### src/rtl/tef_pkg.sv
package tef_pkg;
  // Per-flag request decoded from the register and event strobes
  typedef struct packed {
    logic set;   // event recognized this cycle
    logic rd;    // flag register read
    logic wr0;   // write of 0 to this bit
  } tef_req_t;
endpackage

### src/rtl/tef_req_decode.sv
module tef_req_decode
  import tef_pkg::*;
#(
  parameter int NCH = 4,
  localparam int NF = NCH + 1
) (
  input  logic           ovf_evt,
  input  logic [NCH-1:0] ch_evt,
  input  logic           rd_stb,
  input  logic           wr_stb,
  input  logic [NF-1:0]  wr_mask,
  input  logic [NF-1:0]  wr_data,
  output tef_req_t       req [NF]
);
  logic [NF-1:0] evt_vec;
  assign evt_vec = {ch_evt, ovf_evt};

  for (genvar i = 0; i < NF; i++) begin : g_dec
    always_comb begin
      req[i].set = evt_vec[i];
      req[i].rd  = rd_stb;
      req[i].wr0 = wr_stb & wr_mask[i] & ~wr_data[i];
    end
  end
endmodule

### src/rtl/tef_flag_cell.sv
module tef_flag_cell
  import tef_pkg::*;
(
  input  logic     clk,
  input  logic     rst,
  input  tef_req_t req,
  output logic     flag_q,
  output logic     flag_nxt,
  output logic     arm_q
);
  logic arm_nxt;

  always_comb begin
    flag_nxt = flag_q;
    arm_nxt  = arm_q;
    if (req.set) begin
      flag_nxt = 1'b1;
      arm_nxt  = 1'b0;
    end else if (req.wr0) begin
      if (arm_q) flag_nxt = 1'b0;
      arm_nxt = 1'b0;
    end else if (req.rd && flag_q) begin
      arm_nxt = 1'b1;
    end
  end

  always_ff @(posedge clk) begin
    if (rst) begin
      flag_q <= 1'b0;
      arm_q  <= 1'b0;
    end else begin
      flag_q <= flag_nxt;
      arm_q  <= arm_nxt;
    end
  end

  a_r1_event_sets: assert property (@(posedge clk) disable iff (rst)
    req.set |=> flag_q);
  a_r2_armed_clear: assert property (@(posedge clk) disable iff (rst)
    (arm_q && req.wr0 && !req.set) |=> !flag_q);
  a_r3_unarmed_hold: assert property (@(posedge clk) disable iff (rst)
    (flag_q && !arm_q && !req.set) |=> flag_q);
  a_r4_event_disarms: assert property (@(posedge clk) disable iff (rst)
    (arm_q && req.set) |=> (flag_q && !arm_q));
  a_r8_arm_implies_flag: assert property (@(posedge clk) disable iff (rst)
    arm_q |-> flag_q);
endmodule

### src/rtl/tef_irq_merge.sv
module tef_irq_merge #(
  parameter int NF = 5
) (
  input  logic          clk,
  input  logic          rst,
  input  logic [NF-1:0] flag_nxt,
  input  logic [NF-1:0] int_en,
  output logic          irq
);
  logic any_en;
  assign any_en = |(flag_nxt & int_en);

  always_ff @(posedge clk) begin
    if (rst) irq <= 1'b0;
    else     irq <= any_en;
  end
endmodule

### src/rtl/tef_flag_ctrl.sv
module tef_flag_ctrl
  import tef_pkg::*;
#(
  parameter int NCH = 4,
  localparam int NF = NCH + 1
) (
  input  logic           clk,
  input  logic           rst,
  input  logic           ovf_evt,
  input  logic [NCH-1:0] ch_evt,
  input  logic           rd_stb,
  input  logic           wr_stb,
  input  logic [NF-1:0]  wr_mask,
  input  logic [NF-1:0]  wr_data,
  input  logic [NF-1:0]  int_en,
  output logic [NF-1:0]  flags,
  output logic           irq
);
  tef_req_t      req [NF];
  logic [NF-1:0] flag_nxt;
  logic [NF-1:0] arm;

  tef_req_decode #(.NCH(NCH)) u_dec (
    .ovf_evt (ovf_evt),
    .ch_evt  (ch_evt),
    .rd_stb  (rd_stb),
    .wr_stb  (wr_stb),
    .wr_mask (wr_mask),
    .wr_data (wr_data),
    .req     (req)
  );

  for (genvar i = 0; i < NF; i++) begin : g_cell
    tef_flag_cell u_cell (
      .clk      (clk),
      .rst      (rst),
      .req      (req[i]),
      .flag_q   (flags[i]),
      .flag_nxt (flag_nxt[i]),
      .arm_q    (arm[i])
    );
  end

  tef_irq_merge #(.NF(NF)) u_irq (
    .clk      (clk),
    .rst      (rst),
    .flag_nxt (flag_nxt),
    .int_en   (int_en),
    .irq      (irq)
  );

  a_r7_irq_level: assert property (@(posedge clk) disable iff (rst)
    irq == |(flags & $past(int_en)));
  a_r9_wr1_keeps: assert property (@(posedge clk) disable iff (rst)
    (wr_stb && !ovf_evt && wr_mask[0] && wr_data[0]) |=> flags[0] == $past(flags[0]));
  a_r8_arm_subset: assert property (@(posedge clk) disable iff (rst)
    (arm & ~flags) == '0);
endmodule

### config.mk
export PLATFORM = sky130hd
export DESIGN_NAME = tef_flag_ctrl
export DESIGN_NICKNAME = d
export VERILOG_FILES = /design/src/rtl/tef_pkg.sv /design/src/rtl/tef_req_decode.sv /design/src/rtl/tef_flag_cell.sv /design/src/rtl/tef_irq_merge.sv /design/src/rtl/tef_flag_ctrl.sv
export SDC_FILE = /design/constraint.sdc
export NUM_CORES = 1
export LEC_CHECK = 0
export ABC_CLOCK_PERIOD_IN_PS = 1120
export BUFFER_PORTS_ARGS = -buffer_cell sky130_fd_sc_hd__buf_4
export CAP_MARGIN = 25
export CORE_MARGIN = 3
export CORE_UTILIZATION = 41
export DETAILED_ROUTE_END_ITERATION = 6
export PLACE_DENSITY_LB_ADDON = 0.2
export SLEW_MARGIN = 20
export SYNTH_ARGS = -nofsm -noshare
export SYNTH_HDL_FRONTEND = slang
export SYNTH_SLANG_ARGS = --single-unit
### constraint.sdc
create_clock -name clk -period 1.12 [get_ports clk]
set_input_delay 0.224 -clock clk [delete_from_list [all_inputs] [get_ports clk]]
set_output_delay 0.224 -clock clk [all_outputs]
set_load 0.02 [all_outputs]
==> results of run 1 <==
==> routing by layer <==
metal  up-vias  global-route usage  share of wire
met3         4              0.0258          0.073
li1        268                   -              -
met1       223               0.159           0.42
met2        17               0.225           0.48
met4         0              0.0932          0.020
met5         -                   0              0
==> worst paths after layout <==
kind,from,end,slack [ps],cells after the start
hold / removal,ch_evt[1],g_cell[2].u_cell.arm_q,120,2
hold reg to reg,g_cell[4].u_cell.arm_q,g_cell[4].u_cell.arm_q,510,2
setup reg to reg,g_cell[0].u_cell.arm_q,u_irq.irq,130,4
setup / recovery,g_cell[0].u_cell.flag_q,flags[0],90,1
==> cell usage in the layout (no fill, tap or decap), drive strengths merged <==
| cell type | netlist | final |
|---|---|---|
| buf | 6 | 29 |
| nor2 | 11 | 11 |
| dfxtp | 11 | 11 |
| a21oi | 10 | 10 |
| nor4 | 5 | 5 |
| nand4b | 5 | 5 |
| nand2 | 4 | 4 |
| clkbuf | 1 | 4 |
| nand2b | 3 | 3 |
| o21ai | 2 | 2 |
| and3b | 1 | 1 |
| o22a | 1 | 1 |
| a41oi | 1 | 1 |
==> final cells by class <==
cell class | count | area, um2
fill | 112 | 419
multi-input combinational | 43 | 270
sequential | 11 | 220
timing repair buffer | 29 | 218
clock buffer | 4 | 26.3
tap | 14 | 17.5
==> through the flow <==
step	setup WS (ps)	utilization	std cells	cell area, um2
2_1_floorplan	188	-	61	543
3_3_place_gp	82.5	0.620	97	726
3_5_place_dp	56.4	0.620	97	726
4_1_cts	86.3	0.642	101	752
5_1_grt	47.4	0.642	101	752
6_report	91.3	0.642	101	752
==> cell usage after synthesis (all sizes together) <==
library cell	number
a21oi	10
a41oi	1
and3b	1
buf	6
clkbuf	1
dfxtp	11
nand2	4
nand2b	3
nand4b	5
nor2	11
nor4	5
o21ai	2
o22a	1
==> registers in the layout, indices dropped and copies added, names as in the netlist <==
name	cells
g_cell.u_cell.arm_q	5
g_cell.u_cell.flag_q	5
u_irq.irq	1
==> logic make-up (layout without fill, tap and decap cells) <==
logic type,count (synthesis),in the layout,share of synthesized area
flops,11,11,0.406
simple gates,29,29,0.327
buf+inv,7,33,0.0968
compound gates,14,14,0.171
==> power by group <==
group,total (mW),switching [mW],internal [mW]
logic,0.180,0.0795,0.100
clock network,0.265,0.127,0.138
registers,0.427,0.0153,0.412
total,0.872,0.222,0.650
==> out/metrics.yaml, run 1 <==
critPathKind: "register to primary output"
pin_count: 30
synth_nets: 85
num_antenna_cells: 0
first_iter_violations: 0
startpoint_type: "register"
skew_ps: 2.10
syn_area_per_cell_um2: 8.90
max-slew-margin-rel: 0.850
synth_cells: 61
fp.dieW_um: 42.4
cp_max_fo: 3
vias_per_cell: 5.07
initial_utilization: 0.464
coreArea_um2: 1170
clock_path_buffers: 2
place_congestion: 0.703
drc: 0
fp.dieArea_um2: 1800
hp-class: "input pin to register"
fmax_mhz: 972
holdWs_ps: 122
cts_inserted_buffers: 3
min_period_ps: 1030
crit_path_top_delay_cell: "dfxtp_1"
syn_area_um2: 543
crit_path_cell_trace: "buf_4"
crit_required_ps: 900
end_kind: "primary output"
netlist_top_cells_area: "dfxtp_1 (41%), nand4b_2 (8.3%), nor2_1 (7.6%)"
portBuffers: 29
yosysWarnings: 0
first_pass_iters: 1
holdBufCountCts: 0
drv_slew: 0
cp.arrival_ps: 800
drtAntennaViolNets: 0
synth_area_leader_cell: "dfxtp_1"
grt_antenna_before_repair: 0
outcome: "finished clean"
dr_total_vias: 512
grt.total_usage: 0.137
setup_viol: 0
finalCritPeriodShare: 0.918
cts.reportedPaths.clkPinSlew_ps: 70
tns_ps: 0
drv_cap: 0
rows: 12
p_per_area_nw_per_um2: 1160
worstMarginPinSlew_ps: 223
crit_family: "flip-flops"
grt_pass1_wl_um: 1850
cts_tree: "built"
synth_top_area_frac: 0.406
grt_pass1_vias: 468
synth_cell_types: 16
clkLatencyLatePin_ps: 270
cts_resized: 0
totalPowerFinal_uw: 872
max_stage_delay_ps: 380
rsz0062_at_grt: "no"
clock_sinks: 11
final-hold-violation-count: 0
peakVddDrop_uv: 786
synth.yosys.seq_area_share: 0.406
grt_max_degree: 12
cts_root_buf: "clkbuf_4"
dieHeight_um: 42.4
wl_um: 1130
grt_overflow: 0
synth.ff_latch_count: 11
wire_per_inst_um: 11.1
h-tree-depth: 1
nets: 112
drive_gt1_frac: 0.437
critical_path_buf_inv_count: 1
syn2layout_area_growth_pct: 38.5
p_leak_nw: 0.355
dpl.hpwl_um: 907
cts_setup_buffers: 0
No activity file was read; power rests on OpenSTA's default activity.
==> inputs of run 2 (changes only) <==
==> constraint.sdc (replaced) <==
create_clock -name clk -period 1.12 [get_ports clk]
set_input_delay 0.056 -clock clk [delete_from_list [all_inputs] [get_ports clk]]
set_output_delay 0.056 -clock clk [all_outputs]
set_load 0.02 [all_outputs]
==> out/metrics.yaml, run 2 (synthesized netlist as in run 1, its figures left out) <==
rows: 12  # unchanged
finalCritPeriodShare: 0.945  # +0.0268
max-slew-margin-rel: 0.819  # -0.0311
max_stage_delay_ps: 530  # +150 ps
dieHeight_um: 42.4  # unchanged
coreArea_um2: 1170  # unchanged
cts_root_buf: "clkbuf_4"
setup_viol: 0  # unchanged
clock_path_buffers: 2  # unchanged
drive_gt1_frac: 0.413  # -0.0237
vias_per_cell: 5.06  # -0.25%
mostFrequentLayoutCell: "buf_4"
drv_slew: 0  # unchanged
first_pass_iters: 3  # +2
reg_top3: "g_cell.u_cell.arm_q: 5 flops, g_cell.u_cell.flag_q: 5 flops, u_irq.irq: 1 flops"
grt_pass1_vias: 490  # +4.7%
p_leak_nw: 0.376  # +5.9%
fp.dieW_um: 42.4  # unchanged
critPathKind: "input pin to register"
startpoint_type: "input pin"
cts_inserted_buffers: 3  # unchanged
p_per_area_nw_per_um2: 1110  # -4.2%
n_fill_cell: 104  # -7.1%
grt.total_usage: 0.147  # +0.0102
cp.arrival_ps: 1200  # +400 ps
cts.reportedPaths.clkPinSlew_ps: 70  # about the same
first_iter_violations: 2  # +2
fmax_mhz: 945  # -2.8%
portBuffers: 29  # unchanged
dr_total_vias: 536  # +4.7%
drc: 0  # unchanged
end_kind: "register"
drtAntennaViolNets: 0  # unchanged
initial_utilization: 0.464  # unchanged
clock_sinks: 11  # unchanged
h-tree-depth: 1  # unchanged
crit_path_cell_trace: "dlygate4sd3_1, buf_4, o21ai_0, o22a_1, a41oi_2"
crit_required_ps: 1260  # +360 ps
hp-class: "input pin to register"
rsz0062_at_grt: "no"
peakVddDrop_uv: 628  # -20%
cts_setup_buffers: 0  # unchanged
wl_um: 1280  # +14%
pin_count: 30  # unchanged
cp_max_fo: 4  # +1
final_cell_mix: "buf_4 (29), nor2_1 (11), dfxtp_1 (11)"
syn2layout_area_growth_pct: 47.7
regArea_um2: 220  # unchanged
wire_per_inst_um: 12.1  # +8.4%
nets: 117  # +4.5%
place_congestion: 0.702  # -0.17%
final_util: 0.685  # +0.0427
fp.dieArea_um2: 1800  # unchanged
num_antenna_cells: 0  # unchanged
clkLatencyLatePin_ps: 260  # about the same
cts_tree: "built"
drv_cap: 0  # unchanged
skew_ps: 0.924  # -1.17 ps
multi_input_area_um2: 270  # unchanged
outcome: "finished clean"
tns_ps: 0  # unchanged
regToRegSetupSlack_ps: 140  # about the same
min_period_ps: 1060  # +30.0 ps
worstMarginPinSlew_ps: 269  # +46.2 ps
grt_overflow: 0  # unchanged
placed_area_um2: 726  # unchanged
grt_pass1_wl_um: 1940  # +4.8%
final-hold-violation-count: 0  # unchanged
grt_max_degree: 12  # unchanged
design_area_um2: 802  # +6.7%
crit_path_top_delay_cell: "dlygate4sd3_1"
grt_antenna_before_repair: 0  # unchanged
-- run 2: layout make-up --
class | instances | share of cell area
repair buffers | 34 | 0.334
clock buffers | 4 | 0.0328
flip-flops and latches | 11 | 0.275
well taps | 14 | 0.0218
multi-input cells | 43 | 0.337
-- run 2: what timing repair did --
action,CTS,global route
resized for setup,0,0
endpoints found under the hold margin,6,0
hold buffers,5,0
-- run 2: final timing paths --
path	start	to	cells past startpoint
min	rst	u_irq.irq	2
min reg2reg	g_cell[2].u_cell.arm_q	g_cell[2].u_cell.arm_q	2
max reg2reg	g_cell[0].u_cell.arm_q	u_irq.irq	4
max	ch_evt[0]	u_irq.irq	5
-- run 2: critical path, delay by kind of cell --
family	cells	cell delay, ps
AO/OA/AOI/OAI	3	460
buffers and inverters	2	670
-- run 2: report_power, final --
group / switching [mW] / internal, mW / total, mW / leakage [nW]
Sequential: 0.0151 / 0.412 / 0.427 / 0.0909
Combinational: 0.0837 / 0.112 / 0.195 / 0.270
Clock: 0.130 / 0.138 / 0.268 / 0.0150
Total: 0.229 / 0.661 / 0.891 / 0.376
-- run 2: per-stage QoR --
step	setup slack, ps	std cells	power, mW	hold slack (ps)
after detailed placement	145	97	0.619	239
final	61.4	106	0.891	44.3
after CTS	55.0	106	0.902	39.3
after floorplan	195	61	0.531	132
after global placement	177	97	0.615	239
after global routing	18.5	106	0.939	38.3
-- run 2: metal layers --
layer,track usage,wire [um]
met1,0.150,510
met2,0.261,673
met3,0.0644,87
met4,0.0559,9
met5,0,0
